==> src/rtl/skip_counter_pkg.sv <==
package skip_counter_pkg;
  // Strobes from the control block to the datapath; at most one is high.
  typedef struct packed {
    logic restart;
    logic loadStart;
    logic advance;
  } ctrl_strobe_t;
endpackage

==> src/rtl/skip_counter_ctrl.sv <==
module skip_counter_ctrl
  import skip_counter_pkg::*;
#(
  parameter int DEPTH  = 2,
  parameter int STEP_W = $clog2(DEPTH + 2)
) (
  input  logic                      clk,
  input  logic                      rst,
  input  logic                      enable,
  input  logic                      loadEn,
  input  logic [DEPTH*STEP_W-1:0]   loadPattern,
  output ctrl_strobe_t              strobe,
  output logic [STEP_W-1:0]         headStep
);
  localparam logic [STEP_W-1:0] STEP_ONE = STEP_W'(1);
  localparam logic [STEP_W-1:0] STEP_TWO = STEP_W'(2);

  logic [STEP_W-1:0] ring [DEPTH];

  // Priority: reset, then load, then advance.
  always_comb begin
    strobe.restart   = rst;
    strobe.loadStart = !rst && loadEn;
    strobe.advance   = !rst && !loadEn && enable;
  end

  genvar i;
  generate
    for (i = 0; i < DEPTH; i++) begin : g_ring
      localparam logic [STEP_W-1:0] DFLT = ((i % 2) == 0) ? STEP_ONE : STEP_TWO;
      localparam int NEXT = (i + 1) % DEPTH;
      always_ff @(posedge clk) begin
        if (strobe.restart)        ring[i] <= DFLT;
        else if (strobe.loadStart) ring[i] <= loadPattern[i*STEP_W +: STEP_W];
        else if (strobe.advance)   ring[i] <= ring[NEXT];
      end
    end
  endgenerate

  assign headStep = ring[0];


  reset_head_chk: assert property (@(posedge clk) rst |=> headStep == STEP_ONE);

  rotate_chk: assert property (@(posedge clk) disable iff (rst)
    (enable && !loadEn) |=> headStep == $past(ring[1 % DEPTH]));

  load_head_chk: assert property (@(posedge clk) disable iff (rst)
    loadEn |=> headStep == $past(loadPattern[STEP_W-1:0]));

  hold_phase_chk: assert property (@(posedge clk) disable iff (rst)
    (!enable && !loadEn) |=> $stable(headStep));
endmodule

==> src/rtl/skip_counter_dp.sv <==
module skip_counter_dp
  import skip_counter_pkg::*;
#(
  parameter int WIDTH  = 16,
  parameter int STEP_W = 2
) (
  input  logic              clk,
  input  ctrl_strobe_t      strobe,
  input  logic [STEP_W-1:0] step,
  input  logic [WIDTH-1:0]  loadValue,
  output logic [WIDTH-1:0]  count
);
  localparam logic [WIDTH-1:0] START = WIDTH'(1);

  logic [WIDTH-1:0] stepWide;
  logic [WIDTH-1:0] sumNext;

  assign stepWide = {{(WIDTH-STEP_W){1'b0}}, step};
  assign sumNext  = count + stepWide;  // the only adder; wraps naturally

  always_ff @(posedge clk) begin
    if (strobe.restart)        count <= START;
    else if (strobe.loadStart) count <= loadValue;
    else if (strobe.advance)   count <= sumNext;
  end


  reset_value_chk: assert property (@(posedge clk) strobe.restart |=> count == START);

  load_value_chk: assert property (@(posedge clk) disable iff (strobe.restart)
    strobe.loadStart |=> count == $past(loadValue));

  hold_count_chk: assert property (@(posedge clk) disable iff (strobe.restart)
    (!strobe.advance && !strobe.loadStart) |=> $stable(count));
endmodule

==> src/rtl/skip_counter.sv <==
module skip_counter
  import skip_counter_pkg::*;
#(
  parameter int WIDTH  = 16,
  parameter int DEPTH  = 2,
  parameter int STEP_W = $clog2(DEPTH + 2)
) (
  input  logic                    clk,
  input  logic                    rst,
  input  logic                    enable,
  input  logic                    loadEn,
  input  logic [DEPTH*STEP_W-1:0] loadPattern,
  input  logic [WIDTH-1:0]        loadStart,
  output logic [WIDTH-1:0]        count
);
  ctrl_strobe_t      strobe;
  logic [STEP_W-1:0] headStep;

  skip_counter_ctrl #(.DEPTH(DEPTH), .STEP_W(STEP_W)) u_ctrl (
    .clk(clk), .rst(rst), .enable(enable), .loadEn(loadEn),
    .loadPattern(loadPattern), .strobe(strobe), .headStep(headStep)
  );

  skip_counter_dp #(.WIDTH(WIDTH), .STEP_W(STEP_W)) u_dp (
    .clk(clk), .strobe(strobe), .step(headStep),
    .loadValue(loadStart), .count(count)
  );


  strobe_excl_chk: assert property (@(posedge clk)
    $onehot0({strobe.restart, strobe.loadStart, strobe.advance}));
endmodule

==> config.mk <==
export PLATFORM = sky130hd
export DESIGN_NAME = skip_counter
export DESIGN_NICKNAME = d
export VERILOG_FILES = /design/src/rtl/skip_counter_pkg.sv /design/src/rtl/skip_counter_ctrl.sv /design/src/rtl/skip_counter_dp.sv /design/src/rtl/skip_counter.sv
export SDC_FILE = /design/constraint.sdc
export NUM_CORES = 1
export LEC_CHECK = 0
export BUFFER_PORTS_ARGS = -buffer_cell sky130_fd_sc_hd__buf_2
export CAP_MARGIN = 20
export CORE_ASPECT_RATIO = 0.8
export CORE_MARGIN = 2
export CORE_UTILIZATION = 54
export DETAILED_ROUTE_END_ITERATION = 10
export PLACE_DENSITY = 0.89
export SKIP_CTS_REPAIR_TIMING = 1
export SYNTH_ARGS = -nofsm -noshare
export SYNTH_HDL_FRONTEND = slang
export SYNTH_SLANG_ARGS = --single-unit
==> constraint.sdc <==
create_clock -name clk -period 3 [get_ports clk]
set_input_delay 0.3 -clock clk [delete_from_list [all_inputs] [get_ports clk]]
set_output_delay 0.3 -clock clk [all_outputs]
set_load 0.1 [all_outputs]
Word level (Yosys, flattened, before mapping)
Memories as Yosys holds them, arrays and structs flattened. Index checks and enable logic that the tools add are counted.

Register bits: 16. RAM bits: 4. Input bits: 24. Output and inout port bits: 16. Logic and storage cells: 28. Memories: 1.

$add $sub $neg: 1. Multiplexer cells: 15. Bitwise gates (word level): 4. Reduce and logical (&&, ||, !) cells: 6.

Memories: u_ctrl.ring (words 2, bits a word 2, rd ports 2, clocked after Yosys merged registers in 0, write ports 2, line skip_counter_ctrl.sv:18) `logic [STEP_W-1:0] ring [DEPTH];`.

Operators by type and width (count): two-way mux 16 bit (2); adder 16 x 2 -> 16 bit (1); two-way mux 1 bit (9); two-way mux 2 bit (4); OR 1 bit (4); logical AND 1 bit (3); zero test 1 bit (2); nonzero test 2 bit (1).

Logic depth before layout (Yosys ltp)
Gate-level depths: netlist (run 1).

Word-level depth: 8. Depth in mapped cells: 7. Depth with buffers taken out: 7.

By module
From an unflattened synthesis (run 1), not the netlist that was laid out.

Cells, all modules: 140. Area total of the unflattened synthesis: 1247.4 um^2.

Modules (own cells, without submodules): skip_counter_dp (instances 1, cells each 122, area an instance 1027.2 um^2, sequential area each 320.3 um^2); skip_counter_ctrl (instances 1, cells each 18, area an instance 220.2 um^2, sequential area each 120.1 um^2).

Worst setup path after synthesis (run 1)
No wires, ideal clock.

Kind: flip-flop to flip-flop. From: reg u_dp.count[0]. To: reg u_dp.count[10]. Setup time: 0.086 ns. Arrival: 2.635 ns. Required time: 2.914 ns. Path slack: 0.278 ns. Stages on the path, launching flop included: 8. Path buffers: 0. Period minus slack after synthesis: 2.722 ns. Path through: dfxtp_1 > ha_1 > inv_1 > fa_1 > and2b_1 > nand4_2 > a211o_1 > a221oi_2.

Cells in the longest elaborated chain, start to end: 3.

RTL lines: start, declared (line skip_counter_dp.sv:11) `output logic [WIDTH-1:0] count`; start signal, assigned (line skip_counter_dp.sv:23) `else if (strobe.loadStart) count <= loadValue;`; start signal, assigned (line skip_counter_dp.sv:24) `else if (strobe.advance) count <= sumNext;`; adder 16 x 2 -> 16 bit (line skip_counter_dp.sv:19) `assign sumNext = count + stepWide;`; two-way mux 16 bit (line skip_counter_dp.sv:24); two-way mux 16 bit (line skip_counter_dp.sv:23).

Every way passes these cells. The select of a mux whose other input is x is not followed. A chain may end at the register's enable or synchronous reset.

Worst setup path in the final report (run 1)
Same ends and word-level chain as after synthesis.

==> results.toml, run 1 <==
[outcome]
outcome = "completed"

[power_and_ir_drop]
ir_worst_vdd_uv = 521
p_leak_nw = 0.692
totalPowerFinal_mw = 0.786
p_per_area_nw_per_um2 = 516

[detailed_routing]
vias = 1183
via_per_inst = 5.86
drc = 0
first_pass_iters = 4
drt_iter0_drc = 64
wl_per_cell_um = 14.2
wirelength_um = 2880
ant_nets = 0

[timing]
fin_setup_tns_ns = 0
fmax_mhz = 448
skew_ns = 0.0190
drv_slew = 0
relSlewSlack_pct = 52.1
finalSetupViolCount = 0
post-route-min-period_ns = 2.23
worst_slew_pin_slew_ns = 0.718
min_period_over_period_pct = 74.4
rsz0062_at_grt = "no"
whs_ns = 0.208
final_hold_viol_count = 0

[die]
die_w_um = 58.4
placementRows = 15
initial_core_util_pct = 58.3
fp.dieH_um = 47.5
dieArea_um2 = 2780
boundaryPins = 40
core_um2 = 2200

[global_routing]
grt_start_max_net_pins = 44
grt_pass1_vias = 1089
grtUsageTotal_pct = 22.6
grt_first_pass_wirelength_um = 4720
grt_overflow_total = 0
antenna_found_initial = 0

[setup_path]
cp-end-kind = "register"
required_ns = 3.22
critPathKind = "register to register"
r2r_setup_slack_ns = 0.77
critPathArrivalTime_ns = 2.45
path_max_fanout = 5
startpoint_type = "register"

[run]
cap_violations = 0

[synthesis]
yosys.area.top_type = "dfxtp_1"
synth_area_per_cell_um2 = 9.01
yosysUniqueCellTypes = 46
yosys-top-cells-area = "dfxtp_1 25%, edfxtp_1 9.4%, nor2b_1 4.9%, a21oi_1 4.3%, xnor2_1 4.1%"
ys_seq_area_share_pct = 34.4
synth-edff-count = 4
synth_top_area_share_pct = 25.0
yosys_warnings = 0
syn_nets = 169
syn_area_um2 = 1280
netlist_instances = 142
synth_ff_type = "dfxtp_1"
async_flop_share_pct = 0
yosys_register_bits = 20

[cts]
cts_tree = "built"
clk_pin_slew_ns = 0.13
clock_sinks = 20
htreeDepth = 1
cts_buffer_depth = 2
cts-root-buf = "clkbuf_4"
worstSkewPairLatency_ns = 0.32
cts_inserted_buffers = 3

[cells_and_area]
nets = 205
antenna_cells = 0
area_growth_pct = 18.9
final_cell_mix = "39 x buf_2, 16 x dfxtp_1, 11 x inv_1, 11 x a21oi_1"
stdcell_area_um2 = 1520
layout_commonest_cell = "buf_2"
instances_no_fill = 202
drive_gt1_share_pct = 29.4

[placement]
io_buffer_count = 39
gp_congestion = 0.861
place_hpwl_um = 2080
dp_cells = 198
place_area_um2 = 1470

[hold_path]
hp-class = "primary input to register"
==> synthesized netlist by cell type, types with 2 or more instances <==
library cell  number
nand4b_1           2
mux2i_1            4
and3_1             2
nor4_1             4
ha_1               2
a22oi_1            3
nand4_2            2
or3_1              2
xor2_1             2
a21oi_1           11
nand4_1            3
nor3_1             2
edfxtp_1           4
o21a_1             6
a211oi_1           2
nor2_1            10
nor2b_1           10
buf_2              3
nand2_1            3
nand3_1            6
xnor2_1            6
nand2b_1           2
clkbuf_1           3
inv_1             11
dfxtp_1           16
==> critical path, cell delays in order, from the launching register on <==
cell      delay (ns)
dfxtp_1         0.37
ha_1            0.21
inv_1           0.07
fa_1            0.43
and2b_1         0.34
nand4_2         0.17
a211o_1         0.34
a221oi_2        0.19
==> cell families after synthesis <==
| kind of cell | Yosys count | synth area share, % |
|---|---|---|
| and+or+nand+nor | 56 | 28.4 |
| AOI/OAI and AO/OA | 31 | 18.0 |
| DFF | 20 | 34.4 |
| buffers and inverters | 19 | 6.16 |
| xor gates and xnor gates | 8 | 5.47 |
| muxes | 5 | 4.01 |
| adders and majority gates | 3 | 3.52 |
==> through the flow <==
| stage | util, % | worst slack (ns) |
|---|---|---|
| after floorplan | - | 0.278 |
| after global placement | 66.9 | 1.01 |
| after detailed placement | 66.9 | 0.830 |
| after CTS | 69.3 | 0.799 |
| after global routing | 69.3 | 0.674 |
| final | 69.3 | 0.769 |
==> flip-flops by register name, indices dropped and copies added (netlist names) <==
register	cells
u_dp.count	16
u_ctrl.ring	4
==> path summary, 6_finish.rpt <==
check                      start             end  depth (start not counted)
setup / recovery   u_dp.count[0]  u_dp.count[10]                          7
hold / removal     loadStart[15]  u_dp.count[15]                          3
setup reg to reg   u_dp.count[0]  u_dp.count[10]                          7
hold reg to reg   u_dp.count[11]  u_dp.count[11]                          1
==> where the power goes <==
group          total (mW)  leakage [nW]  switching, mW  internal (mW)
registers           0.319         0.174         0.0245          0.295
logic               0.239         0.490          0.176         0.0625
clock network       0.228        0.0279         0.0923          0.135
==> cell type report <==
cell class | count | area (um2)
clock buffer | 3 | 22.5
clock inverter | 1 | 30.0
fill | 178 | 674
inverter | 11 | 41.3
multi-input combinational | 103 | 761
sequential | 20 | 440
tap | 25 | 31.3
timing repair buffer | 39 | 195
==> per-layer routing <==
metal	vias up	track usage (%)	routed length [um]
met1	544	28.3	1330
met3	4	6.22	199
met4	0	6.98	20
met2	49	38.9	1330
met5	-	0	0
li1	586	-	-
(Power assumes the default switching activity.)
==> inputs of run 2 (changes only) <==
--- a/config.mk
+++ b/config.mk
@@ -9,9 +9,9 @@
 export CAP_MARGIN = 20
 export CORE_ASPECT_RATIO = 0.8
 export CORE_MARGIN = 2
-export CORE_UTILIZATION = 54
+export CORE_UTILIZATION = 45
 export DETAILED_ROUTE_END_ITERATION = 10
-export PLACE_DENSITY = 0.89
+export PLACE_DENSITY = 0.8
 export SKIP_CTS_REPAIR_TIMING = 1
 export SYNTH_ARGS = -nofsm -noshare
 export SYNTH_HDL_FRONTEND = slang
==> constraint.sdc (replaced) <==
create_clock -name clk -period 1.9 [get_ports clk]
set_input_delay 0.19 -clock clk [delete_from_list [all_inputs] [get_ports clk]]
set_output_delay 0.19 -clock clk [all_outputs]
set_load 0.1 [all_outputs]
==> results.toml, run 2 (synthesis gave the netlist of run 1 again) <==
[outcome]
outcome = "finished with violations"
violations = "setup timing"

[cells_and_area]
final_cell_mix = "39 x buf_2, 11 x a21oi_1"
regMostFlops = "u_dp.count"
largest_registers = "u_dp.count (16), u_ctrl.ring (4)"
fin_util_pct = 59.0
seqCellArea_um2 = 460
largest_register_ffs = 16
drive_gt1_share_pct = 39.7
antenna_cells = 0
nets = 207
layout_commonest_cell = "buf_2"
area_growth_pct = 25.5
multi_input_area_um2 = 791
instances_no_fill = 217
fillers = 274
stdcell_area_um2 = 1610

[placement]
io_buffer_count = 39
dp_cells = 213
place_area_um2 = 1540
place_ws_ns = 0.00927
place_hpwl_um = 2240
gp_congestion = 0.802

[detailed_routing]
drt_iter0_drc = 62
ant_nets = 0
wirelength_um = 3010
vias = 1183
wl_per_cell_um = 13.9
via_per_inst = 5.45
drc = 0
first_pass_iters = 4

[timing]
relSlewSlack_pct = 65.7
whs_ns = 0.0899
final_hold_viol_count = 0
rsz0062_at_grt = "yes"
drv_slew = 0
fmax_mhz = 516
worst_slew_pin_slew_ns = 0.515
fin_setup_tns_ns = -0.0408
finalSetupViolCount = 2
min_period_over_period_pct = 102
skew_ns = 0.00773
fin_ws_ns = -0.0378
post-route-min-period_ns = 1.94

[setup_path]
cp-end-kind = "register"
r2r_setup_slack_ns = -0.04
cpPeakStageDelay_ns = 0.42
required_ns = 2.14
cpMaxStageDelayCell = "edfxtp_1"
critPathKind = "register to register"
path_max_fanout = 5
critPathArrivalTime_ns = 2.18
startpoint_type = "register"
path_cells = "ha_4 -> inv_2 -> fa_2 -> and2b_2 -> nand4_4 -> a211o_1 -> a221oi_2"

[cts]
worstSkewPairLatency_ns = 0.32
cts_tree = "built"
cts_buffer_depth = 2
cts_inserted_buffers = 3
htreeDepth = 1
clock_sinks = 20
cts-root-buf = "clkbuf_4"
clk_pin_slew_ns = 0.12

[global_routing]
grt_overflow_total = 0
grt_first_pass_wirelength_um = 4930
grt_start_max_net_pins = 31
antenna_found_initial = 0
grt_pass1_vias = 1066
grtUsageTotal_pct = 19.4

[die]
core_um2 = 2720
fp.dieH_um = 51.7
dieArea_um2 = 3290
boundaryPins = 40
placementRows = 17
initial_core_util_pct = 47.0
die_w_um = 63.6

[power_and_ir_drop]
ir_worst_vdd_uv = 454
totalPowerFinal_mw = 1.25
p_per_area_nw_per_um2 = 781
p_leak_nw = 0.709

[hold_path]
hp-class = "primary input to register"

[run]
cap_violations = 0
==> run 2: changes by cell type in the layout (fill, tap and decap cells not counted), sizes merged <==
cell | before | now
buf | 39 | 41
==> run 2: layout make-up <==
class                           instances  area share (%)
Sequential cell                        20            28.7
Multi-Input combinational cell        103            49.2
Inverter                               11            2.57
Clock buffer                            3            1.40
Tap cell                               38            2.96
Timing Repair Buffer                   41            13.3
Clock inverter                          1            1.87
==> run 2: routing by layer <==
metal	vias to the layer above	routed length [um]	GRT usage, %
li1	592	-	-
met1	545	1300	25.2
met2	42	1490	31.1
met3	4	185	4.98
met4	0	34	7.97
met5	-	0	0
==> run 2: worst paths after layout <==
path / startpoint / endpoint / cells after the start
setup / recovery: u_ctrl.ring[0][0] / u_dp.count[10] / 7
hold / removal: loadStart[0] / u_dp.count[0] / 3
setup reg to reg: u_ctrl.ring[0][0] / u_dp.count[10] / 7
hold reg to reg: u_dp.count[11] / u_dp.count[11] / 1
==> run 2: power by group <==
| part | switching (mW) | internal, mW | leakage (nW) |
|---|---|---|---|
| combinational | 0.280 | 0.108 | 0.504 |
| clock | 0.143 | 0.214 | 0.0279 |
| sequential | 0.0417 | 0.468 | 0.177 |
| total | 0.464 | 0.790 | 0.709 |
==> run 2: critical path: cells and delay by family (launching register included) <==
kind,cells,cell delay (ns)
buf+inv,1,0.03
simple gates,2,0.39
flops,1,0.42
fa+ha+maj,2,0.52
compound gates,2,0.48
==> inputs of run 3 (changes only) <==
--- a/config.mk
+++ b/config.mk
@@ -5,13 +5,14 @@
 export SDC_FILE = /design/constraint.sdc
 export NUM_CORES = 1
 export LEC_CHECK = 0
+export ABC_AREA = 0
 export BUFFER_PORTS_ARGS = -buffer_cell sky130_fd_sc_hd__buf_2
 export CAP_MARGIN = 20
 export CORE_ASPECT_RATIO = 0.8
-export CORE_MARGIN = 2
 export CORE_UTILIZATION = 45
 export DETAILED_ROUTE_END_ITERATION = 10
 export PLACE_DENSITY = 0.8
+export RECOVER_POWER = 50
 export SKIP_CTS_REPAIR_TIMING = 1
 export SYNTH_ARGS = -nofsm -noshare
 export SYNTH_HDL_FRONTEND = slang
==> results.toml, run 3 (synthesis gave the netlist of run 1 again) <==
[timing]
rsz0062_at_grt = "yes"
relSlewSlack_pct = 59.9
drv_slew = 0
finalSetupViolCount = 3
worst_slew_pin_slew_ns = 0.601
final_hold_viol_count = 0
fin_setup_tns_ns = -0.253
skew_ns = 0.0113
post-route-min-period_ns = 1.99
fmax_mhz = 501
min_period_over_period_pct = 105
fin_ws_ns = -0.0941

[global_routing]
grt_pass1_vias = 1173
antenna_found_initial = 0
grt_first_pass_wirelength_um = 5180
grtUsageTotal_pct = 23.1
grt_start_max_net_pins = 35
grt_overflow_total = 0

[power_and_ir_drop]
power_frac_seq_pct = 40.0
power.switching_mw = 0.479
totalPowerFinal_mw = 1.28
ir_worst_vdd_uv = 497
pwr-share-clk_pct = 28.4
p_comb_share_pct = 31.6
switching_share_pct = 37.5
p_int_mw = 0.797
p_leak_nw = 0.733
p_per_area_nw_per_um2 = 775

[setup_path]
r2r_setup_slack_ns = -0.09
cpMaxStageDelayCell = "edfxtp_1"
required_ns = 2.11
cpPeakStageDelay_ns = 0.41
critPathArrivalTime_ns = 2.20
path_cells = "ha_4 -> inv_2 -> fa_2 -> nand4b_1 -> nor4_4 -> nor3_2 -> a2111oi_2"
rr_worst_depth = 7
startpoint_type = "register"
path_max_fanout = 5
timing.rr.start = "u_ctrl.ring[0][0]"
timing.rr.end = "u_dp.count[14]"
critPathKind = "register to register"
cp-end-kind = "register"

[cells_and_area]
regMostFlops = "u_dp.count"
largest_registers = "u_dp.count (16), u_ctrl.ring (4)"
antenna_cells = 0
layout_commonest_cell = "buf_2"
drive_gt1_share_pct = 41.3
area_growth_pct = 28.5
multi_input_area_um2 = 791
final_cell_mix = "39 x buf_2, 11 x a21oi_1"
nets = 212
largest_register_ffs = 16
seqCellArea_um2 = 460
fillers = 242

[outcome]
violations = "setup timing"
outcome = "finished with violations"

[detailed_routing]
first_pass_iters = 4
drc = 0
wirelength_um = 3370
vias = 1276
via_per_inst = 5.80
drt_iter0_drc = 57
ant_nets = 0
wl_per_cell_um = 15.3

[cts]
cts_buffer_depth = 2
cts_inserted_buffers = 3
cts_tree = "built"
clk_pin_slew_ns = 0.13
worstSkewPairLatency_ns = 0.32
cts-root-buf = "clkbuf_4"
htreeDepth = 1
clock_sinks = 20

[placement]
gp_congestion = 0.761
place_hpwl_um = 2270
io_buffer_count = 39

[run]
cap_violations = 0

[hold_path]
hold_start = "loadStart[0]"
hp-class = "primary input to register"
hold_end = "u_dp.count[0]"
min_path_cells = 3

[die]
fp.dieH_um = 49.7
placementRows = 16
die_w_um = 61.6
core_um2 = 2560
dieArea_um2 = 3060
initial_core_util_pct = 50.0
boundaryPins = 40
## run 3: changes by cell type in the layout (fill, tap and decap cells not counted), sizes merged
cell	previous run	this run
buf	41	46
## run 3: power by group through the flow
stage	registers [mW]	logic (mW)	clock network, mW
6_report	0.511	0.403	0.362
2_1_floorplan	0.692	0.129	0
3_5_place_dp	0.518	0.389	0
5_1_grt	0.516	0.427	0.383
4_1_cts	0.509	0.391	0.367
3_3_place_gp	0.516	0.377	0
## run 3: worst max path at each step
stage	startpoint	to	slack, ns
2_1_floorplan	u_dp.count[0]	u_dp.count[14]	-0.12
3_3_place_gp	u_ctrl.ring[0][0]	u_dp.count[10]	0.09
3_5_place_dp	u_ctrl.ring[0][0]	u_dp.count[14]	-0.05
4_1_cts	u_ctrl.ring[0][0]	u_dp.count[14]	-0.07
5_1_grt	u_ctrl.ring[0][0]	u_dp.count[14]	-0.19
6_report	u_ctrl.ring[0][0]	u_dp.count[14]	-0.09
## run 3: per-layer routing
layer  vias up  track usage, %  wire length (um)
li1        596               -                 -
met1       588            28.1              1320
met2        67            35.3              1600
met3        25            8.40               268
met4         0            11.9               175
met5         -               0                 0
## run 3: critical path: cells and delay by family, from the launching register on
family | cells | cell delay [ns]
simple gates | 3 | 0.66
fa+ha+maj | 2 | 0.55
buf+inv | 1 | 0.04
flops | 1 | 0.41
compound gates | 1 | 0.24
## run 3: metrics by stage
step                area, um2  std cells  setup WS [ns]  util [%]  hold slack, ns
CTS                      1590        215        -0.0721      62.1          0.0726
detailed placement       1540        211        -0.0534      60.1           0.411
global route             1650        220         -0.192      64.2          0.0956
finish                   1650        220        -0.0941      64.2          0.0756
floorplan                1320        142         -0.118         -           0.319
global placement         1540        211         0.0888      60.1           0.407
## run 3: layout make-up
| class | count | share of cell area, % |
|---|---|---|
| clock buffer | 3 | 1.37 |
| multi-input combinational | 103 | 48.1 |
| timing repair buffer | 46 | 15.5 |
| sequential | 20 | 28.0 |
| tap | 36 | 2.74 |
| inverter | 11 | 2.51 |
| clock inverter | 1 | 1.83 |
